===== config.mk =====
export PLATFORM = sky130hd
export DESIGN_NAME = dpc_arbiter
export DESIGN_NICKNAME = d
export VERILOG_FILES = /design/src/rtl/dpc_pkg.sv /design/src/rtl/dpc_rst_sync.sv /design/src/rtl/dpc_port_track.sv /design/src/rtl/dpc_addr_cmp.sv /design/src/rtl/dpc_lock_fsm.sv /design/src/rtl/dpc_write_gate.sv /design/src/rtl/dpc_arbiter.sv
export SDC_FILE = /design/constraint.sdc
export NUM_CORES = 1
export LEC_CHECK = 0
export ABC_AREA = 1
export BUFFER_PORTS_ARGS = -buffer_cell sky130_fd_sc_hd__buf_4
export CAP_MARGIN = 5
export CORE_ASPECT_RATIO = 0.75
export CORE_MARGIN = 5
export CORE_UTILIZATION = 40
export CTS_CLUSTER_SIZE = 24
export DETAILED_ROUTE_END_ITERATION = 6
export PLACE_DENSITY = 0.69
export SYNTH_ARGS = -nofsm -noshare
export SYNTH_HDL_FRONTEND = slang
export SYNTH_HIERARCHICAL = 1
export SYNTH_SLANG_ARGS = --single-unit

===== constraint.sdc =====
create_clock -name clk -period 3.1 [get_ports clk]
set_input_delay 0.465 -clock clk [delete_from_list [all_inputs] [get_ports clk]]
set_output_delay 0.465 -clock clk [all_outputs]
set_load 0.02 [all_outputs]

===== src/rtl/dpc_pkg.sv =====
package dpc_pkg;
  typedef enum logic [1:0] {
    LOSER_NONE  = 2'd0,
    LOSER_LEFT  = 2'd1,
    LOSER_RIGHT = 2'd2
  } loser_e;

  localparam int unsigned SIDE_L = 0;
  localparam int unsigned SIDE_R = 1;
  localparam int unsigned NUM_SIDES = 2;
endpackage


===== src/rtl/dpc_rst_sync.sv =====
module dpc_rst_sync #(
  parameter int unsigned STAGES = 2
) (
  input  logic clk,
  input  logic rst_n,
  output logic rst_n_sync
);
  logic [STAGES-1:0] sync_q;
  logic [STAGES-1:0] sync_d;

  always_comb begin
    sync_d = {sync_q[STAGES-2:0], 1'b1};
  end

  always_ff @(posedge clk or negedge rst_n) begin
    if (!rst_n) sync_q <= '0;
    else        sync_q <= sync_d;
  end

  assign rst_n_sync = sync_q[STAGES-1];
endmodule


===== src/rtl/dpc_port_track.sv =====
// Records whether a port's request is new this cycle: enable just went
// active, or the compared address changed while enabled.
module dpc_port_track #(
  parameter int unsigned KEY_W = 13
) (
  input  logic             clk,
  input  logic             rst_n,
  input  logic             en_n,
  input  logic [KEY_W-1:0] key,
  output logic             fresh
);
  logic             act_q, act_d;
  logic [KEY_W-1:0] key_q, key_d;
  logic             key_ld;

  always_comb begin
    act_d  = !en_n;
    key_ld = !en_n;
    key_d  = key_ld ? key : key_q;
    fresh  = !en_n && (!act_q || (key != key_q));
  end

  always_ff @(posedge clk or negedge rst_n) begin
    if (!rst_n) begin
      act_q <= 1'b0;
      key_q <= '0;
    end else begin
      act_q <= act_d;
      key_q <= key_d;
    end
  end
endmodule


===== src/rtl/dpc_addr_cmp.sv =====
// Selects the compared address slice and flags a live collision.
module dpc_addr_cmp #(
  parameter int unsigned ADDR_W   = 13,
  parameter bit          SKIP_TOP = 1'b0,
  localparam int unsigned KEY_W   = ADDR_W - (SKIP_TOP ? 1 : 0)
) (
  input  logic              l_en_n,
  input  logic              r_en_n,
  input  logic [ADDR_W-1:0] l_addr,
  input  logic [ADDR_W-1:0] r_addr,
  output logic [KEY_W-1:0]  l_key,
  output logic [KEY_W-1:0]  r_key,
  output logic              match
);
  generate
    if (SKIP_TOP) begin : g_reduced
      logic l_top_unused, r_top_unused;
      assign l_key = l_addr[KEY_W-1:0];
      assign r_key = r_addr[KEY_W-1:0];
      assign l_top_unused = l_addr[ADDR_W-1];
      assign r_top_unused = r_addr[ADDR_W-1];
    end else begin : g_full
      assign l_key = l_addr;
      assign r_key = r_addr;
    end
  endgenerate

  always_comb begin
    match = !l_en_n && !r_en_n && (l_key == r_key);
  end
endmodule


===== src/rtl/dpc_lock_fsm.sv =====
// Chooses the losing port when a match forms and holds it while it lasts.
module dpc_lock_fsm
  import dpc_pkg::*;
(
  input  logic   clk,
  input  logic   rst_n,
  input  logic   match,
  input  logic   l_fresh,
  input  logic   r_fresh,
  output loser_e loser
);
  loser_e state_q, state_d;
  loser_e decided;

  always_comb begin
    // Left strictly later loses; a tie or right-later goes against right.
    decided = (l_fresh && !r_fresh) ? LOSER_LEFT : LOSER_RIGHT;
    if (!match)                     loser = LOSER_NONE;
    else if (state_q != LOSER_NONE) loser = state_q;
    else                            loser = decided;
    state_d = loser;
  end

  always_ff @(posedge clk or negedge rst_n) begin
    if (!rst_n) state_q <= LOSER_NONE;
    else        state_q <= state_d;
  end
endmodule


===== src/rtl/dpc_write_gate.sv =====
// Per-port busy drive and write suppression.
module dpc_write_gate (
  input  logic slave_mode,
  input  logic en_n,
  input  logic wr_n,
  input  logic busy_in_n,
  input  logic lose,
  output logic busy_n,
  output logic wr_ok
);
  logic blocked;

  always_comb begin
    blocked = slave_mode ? !busy_in_n : lose;
    busy_n  = slave_mode ? 1'b1 : !lose;
    wr_ok   = !en_n && !wr_n && !blocked;
  end
endmodule


===== src/rtl/dpc_arbiter.sv =====
module dpc_arbiter
  import dpc_pkg::*;
#(
  parameter int unsigned ADDR_W   = 13,
  parameter bit          SKIP_TOP = 1'b0
) (
  input  logic              clk,
  input  logic              rst_n,
  input  logic              slave_mode,
  input  logic              l_en_n,
  input  logic              l_wr_n,
  input  logic [ADDR_W-1:0] l_addr,
  input  logic              l_busy_in_n,
  output logic              l_busy_n,
  output logic              l_wr_ok,
  input  logic              r_en_n,
  input  logic              r_wr_n,
  input  logic [ADDR_W-1:0] r_addr,
  input  logic              r_busy_in_n,
  output logic              r_busy_n,
  output logic              r_wr_ok
);
  localparam int unsigned KEY_W = ADDR_W - (SKIP_TOP ? 1 : 0);

  logic             rst_n_int;
  logic [KEY_W-1:0] l_key, r_key;
  logic             match;
  logic             l_fresh, r_fresh;
  loser_e           loser;

  logic [NUM_SIDES-1:0] en_n_v, wr_n_v, bin_n_v, lose_v, busy_n_v, wr_ok_v;

  dpc_rst_sync #(.STAGES(2)) u_rst (
    .clk(clk), .rst_n(rst_n), .rst_n_sync(rst_n_int)
  );

  dpc_addr_cmp #(.ADDR_W(ADDR_W), .SKIP_TOP(SKIP_TOP)) u_cmp (
    .l_en_n(l_en_n), .r_en_n(r_en_n), .l_addr(l_addr), .r_addr(r_addr),
    .l_key(l_key), .r_key(r_key), .match(match)
  );

  dpc_port_track #(.KEY_W(KEY_W)) u_trk_l (
    .clk(clk), .rst_n(rst_n_int), .en_n(l_en_n), .key(l_key), .fresh(l_fresh)
  );

  dpc_port_track #(.KEY_W(KEY_W)) u_trk_r (
    .clk(clk), .rst_n(rst_n_int), .en_n(r_en_n), .key(r_key), .fresh(r_fresh)
  );

  dpc_lock_fsm u_fsm (
    .clk(clk), .rst_n(rst_n_int), .match(match),
    .l_fresh(l_fresh), .r_fresh(r_fresh), .loser(loser)
  );

  always_comb begin
    en_n_v[SIDE_L]  = l_en_n;      en_n_v[SIDE_R]  = r_en_n;
    wr_n_v[SIDE_L]  = l_wr_n;      wr_n_v[SIDE_R]  = r_wr_n;
    bin_n_v[SIDE_L] = l_busy_in_n; bin_n_v[SIDE_R] = r_busy_in_n;
    lose_v[SIDE_L]  = (loser == LOSER_LEFT);
    lose_v[SIDE_R]  = (loser == LOSER_RIGHT);
  end

  generate
    for (genvar s = 0; s < NUM_SIDES; s++) begin : g_side
      dpc_write_gate u_gate (
        .slave_mode(slave_mode), .en_n(en_n_v[s]), .wr_n(wr_n_v[s]),
        .busy_in_n(bin_n_v[s]), .lose(lose_v[s]),
        .busy_n(busy_n_v[s]), .wr_ok(wr_ok_v[s])
      );
    end
  endgenerate

  assign l_busy_n = busy_n_v[SIDE_L];
  assign r_busy_n = busy_n_v[SIDE_R];
  assign l_wr_ok  = wr_ok_v[SIDE_L];
  assign r_wr_ok  = wr_ok_v[SIDE_R];
endmodule


After elaboration in Yosys (flattened, before gate mapping)
Cells that the tools add are included.

storage, ports and cells
  flip-flop bits (word level) = 32
  latch bits = 0
  RAM bits = 0
  bits in read-only memories = 0
  memories = 0

operators by class
  add/subtract/negate cells = 0
  $mul = 0
  divide/modulo/power cells = 0
  magnitude comparators = 0
  equal/unequal tests = 5
  shifts and indexed selects = 0
  mux-type cells = 7
  bitwise logic cells = 0
  reductions and logical operators = 25

operators by type and width
  kind                number
  $ne 13x13->1        2
  $eq 13x13->1        1
  $logic_not 1->1     13
  $logic_and 1x1->1   9
  $mux 2              3
  $mux 1              4
  $eq 2x1->1 const B  1
  $eq 2x2->1 const B  1
  $logic_or 1x1->1    2
  $reduce_bool 2->1   1

Logic depth before layout (Yosys ltp)
  depth in word-level cells = 12
  gate-level depth with buffers = 19

By module
The synthesis kept the hierarchy.

by module, submodules not included
  module          times used  cells each  area each (um^2)
  dpc_port_track  2           114         760.7
  dpc_addr_cmp    1           98          476.7
  dpc_lock_fsm    1           11          96.3
  dpc_rst_sync    1           3           53.8
  dpc_write_gate  2           6           25.0
  dpc_arbiter     1           4           15.0

Least setup slack after synthesis
Ideal clock, no wire load.

  path kind = input-to-output
  from = in r_addr[11]
  to = out r_wr_ok
  arrival time = 1.895 ns
  slack = 0.740 ns
  stages on the path = 16
  cells stage by stage = buf_4 inv_1 nor2_1 nor2_1 nand2_1 nor2_1 nand2_1 nor2_1 nor2_1 nor2_2 nand2_1 a21oi_2 nor2_1 nand2_2 nand2_1 nor2_1

between the ends
  longest elaborated chain between the ends = 12

RTL lines
  item               RTL line              source
  from (decl)        dpc_arbiter.sv:18     input logic [ADDR_W-1:0] r_addr,
  $ne 13x13->1       dpc_port_track.sv:20  fresh = !en_n && (!act_q || (key != key_q));
  $logic_or 1x1->1   dpc_port_track.sv:20
  $logic_and 1x1->1  dpc_port_track.sv:20
  via r_fresh        dpc_arbiter.sv:28     logic l_fresh, r_fresh;
  $logic_not 1->1    dpc_lock_fsm.sv:17    decided = (l_fresh && !r_fresh) ? LOSER_LEFT : LOSER_RIGHT;
  $logic_and 1x1->1  dpc_lock_fsm.sv:17
  $mux 2             dpc_lock_fsm.sv:17
  $mux 2             dpc_lock_fsm.sv:19    else if (state_q != LOSER_NONE) loser = state_q;
  $mux 2             dpc_lock_fsm.sv:18    if (!match) loser = LOSER_NONE;
  via loser[0]       dpc_arbiter.sv:29     loser_e loser;
  $eq 2x2->1         dpc_arbiter.sv:60     lose_v[SIDE_R] = (loser == LOSER_RIGHT);
  via lose_v[1]      dpc_arbiter.sv:31     logic [NUM_SIDES-1:0] en_n_v, wr_n_v, bin_n_v, lose_v, busy_n_v, wr_ok_v;
  $mux 1             dpc_write_gate.sv:14  blocked = slave_mode ? !busy_in_n : lose;
  $logic_not 1->1    dpc_write_gate.sv:16  wr_ok = !en_n && !wr_n && !blocked;
  $logic_and 1x1->1  dpc_write_gate.sv:16
  to (decl)          dpc_arbiter.sv:21     output logic r_wr_ok

The timed path passes the listed nets, and every way through them passes these cells.

Worst setup path after layout
  from = reg u_trk_r.key_q[8]
  to = out l_wr_ok

between the ends
  longest elaborated chain between the ends = 12

RTL lines
  item                    RTL line              source
  from (decl)             dpc_port_track.sv:13  logic [KEY_W-1:0] key_q, key_d;
  from (signal assigned)  dpc_port_track.sv:29  key_q <= key_d;
  $ne 13x13->1            dpc_port_track.sv:20
  $logic_or 1x1->1        dpc_port_track.sv:20
  $logic_and 1x1->1       dpc_port_track.sv:20
  via r_fresh             dpc_arbiter.sv:28
  $logic_not 1->1         dpc_lock_fsm.sv:17
  $logic_and 1x1->1       dpc_lock_fsm.sv:17
  $mux 2                  dpc_lock_fsm.sv:17
  $mux 2                  dpc_lock_fsm.sv:19
  $mux 2                  dpc_lock_fsm.sv:18
  via loser[0]            dpc_arbiter.sv:29
  $eq 2x1->1              dpc_arbiter.sv:59     lose_v[SIDE_L] = (loser == LOSER_LEFT);
  via lose_v[0]           dpc_arbiter.sv:31
  $mux 1                  dpc_write_gate.sv:14
  $logic_not 1->1         dpc_write_gate.sv:16
  $logic_and 1x1->1       dpc_write_gate.sv:16
  to (decl)               dpc_arbiter.sv:15     output logic l_wr_ok,

The timed path passes the listed nets, and every way through them passes these cells.

==> results.toml <==
[sta]
holdWs_ps = 260
clock.fmax_mhz = 396
hold_violations = 0
min_period_ps = 2530
finalMaxSlewViolations = 0
fin_ws_ps = 572
setup_tns_ps = 0
period_share_pct = 81.5
setup_viol = 0
rsz0062_at_grt = "false"
skew_ps = 3.16

[detailed_routing]
routed_wl_um = 4400
vias_per_cell = 4.15
first_pass_iters = 4
via_count = 1853
ant_nets = 0
wl_per_cell_um = 9.87
first_iter_violations = 105
drc = 0

[cells_and_area]
fin_util_pct = 46.0
drive_gt1_share_pct = 14.3
diodes = 0
finalInstanceArea_um2 = 2460
final_cell_mix = "125 x nand2_1, 77 x inv_1, 39 x nor2_1, 39 x buf_4, 32 x dfrtp_1"
final_cells = 446
final_net_count = 406
mostFrequentLayoutCell = "nand2_1"
syn_to_final_growth_pct = 11.2

[global_routing]
grt_pass1_vias = 1679
overflow = 0
grt_max_degree = 31
grt_first_pass_wirelength_um = 7400
grt_usage_pct = 13.6
antenna_found_initial = 0

[synthesis]
ys_types = 18
seq_area_frac_synth_pct = 36.2
synth_seq_cells = 32
synthCells = 356
yosys_warnings = 6
syn_nets = 391
avgSynthCellArea_um2 = 6.22
syn_area_um2 = 2210

[critical_path]
worstPathArrival_ps = 2060
cp_max_fo = 3
crit_buf_inv = 3
critPathKind = "flip-flop to output pin"
crit_chain = "inv_1 > nand2_1 > nand2_1 > nand2_1 > nor2_1 > nand2_1 > nor2_1 > nor2_1 > nor2_2 > nand2_1 > a21oi_2 > inv_1 > nor2_1 > nand2_2 > nand2_1 > nor2_1 > buf_4"
crit_family = "simple AND/OR/NAND/NOR gates"
reg2reg_slack_ps = 1710
endpoint_kind = "output pin"
critPathMaxStageDelay_ps = 390
critPathMostFrequentCell = "nand2_1"
worstPathRequired_ps = 2630
crit_path_start_kind = "flip-flop"
slowest_stage = "dfrtp_1"

[worst_hold_path]
hp-class = "flip-flop to asynchronous set/reset pin"

[placement]
dp_hpwl_um = 3370
placed_area_um2 = 2370
portBuffers = 38
place.gp.congestion = 0.775
dp.cells = 438
dp_slack_ps = 615

[clock_tree]
cts.sinks = 32
clk_pin_slew_ps = 60
htreeDepth = 2
postCtsSetupRepairBufs = 0
cts_root_buf = "clkbuf_8"
cts_tree = "yes"
ctsLongestPathBuffers = 2
clock_latency_ps = 290
cts_buffers = 5

[status]
status = "finished, final reports clean"

[power]
p_total_mw = 0.972
leakage_nw = 1.45
irDropWorstVdd_uv = 232
power.density_nw_per_um2 = 395

[floorplan]
dieArea_um2 = 7140
die_h_um = 74.4
core-area_um2 = 5350
ios = 39
start_util_pct = 41.4
fp-row-count = 23
fp.dieW_um = 95.9

[flow_run]
max-cap-violations = 0
[layer usage]
| layer | global-route usage [%] | vias up | part of all wire (%) |
|---|---|---|---|
| met1 | 19.5 | 770 | 52 |
| met4 | 5.21 | 0 | 1.2 |
| met5 | 0 | - | 0 |
| met3 | 4.15 | 5 | 7.3 |
| li1 | - | 1027 | - |
| met2 | 19.3 | 51 | 39 |
[power breakdown]
| part | switching, mW | leakage [nW] | internal, mW | total, mW |
|---|---|---|---|---|
| Combinational | 0.110 | 1.02 | 0.0824 | 0.192 |
| Clock | 0.154 | 0.0410 | 0.153 | 0.307 |
| Sequential | 0.0221 | 0.391 | 0.450 | 0.473 |
| Total | 0.286 | 1.45 | 0.685 | 0.972 |
[logic make-up after synthesis]
logic type | after synthesis | share of synthesized area [%]
AO/OA/AOI/OAI | 34 | 7.86
XOR/XNOR | 3 | 1.19
buffers and inverters | 111 | 23.6
flip-flops | 32 | 36.2
other | 1 | 0.169
AND/OR/NAND/NOR | 175 | 31.0
[worst paths after layout]
path | from | endpoint | cells past startpoint
max reg2reg | u_trk_r/key_q[8] | u_fsm/state_q[0] | 11
min | u_rst/sync_q[1] | u_trk_l/key_q[8] | 1
min reg2reg | u_rst/sync_q[1] | u_trk_l/key_q[8] | 1
min in group clk | u_rst/sync_q[0] | u_rst/sync_q[1] | 0
max | u_trk_r/key_q[8] | l_wr_ok | 17
max in group asynchronous | rst_n | u_rst/sync_q[0] | 2
[flip-flops by register name (all words and copies together), names as in the netlist]
register       flops
u_fsm/state_q      2
u_trk_l/key_q     13
u_rst/sync_q       2
u_trk_l/act_q      1
u_trk_r/act_q      1
u_trk_r/key_q     13
[area by class of cell]
class | instances | area (µm²)
Clock buffer | 6 | 72.6
Fill cell | 585 | 2890
Clock inverter | 1 | 5.00
Timing Repair Buffer | 40 | 303
Multi-Input combinational cell | 213 | 891
Inverter | 79 | 297
Tap cell | 75 | 93.8
Sequential cell | 32 | 801
[Yosys cell counts]
cell	number	share of area [%]
nand2_1	125	21
inv_1	77	13
nor2_1	39	6.6
dfrtp_1	32	36
o21ai_0	29	6.6
buf_4	26	8.8
buf_2	6	1.4
nand3_1	4	0.90
nor2_2	3	0.85
o21ai_1	3	0.68
clkinv_1	2	0.34
nand2_2	2	0.57
nand3_2	2	0.90
xnor2_1	2	0.79
a21oi_1	1	0.23
a21oi_2	1	0.40
conb_1	1	0.17
xor2_1	1	0.40
[repair_timing]
item,CTS,global route
gates resized for setup,0,0
hold endpoints to repair,2,0
hold buffers,1,0
Power figures use the tool's default switching activity.
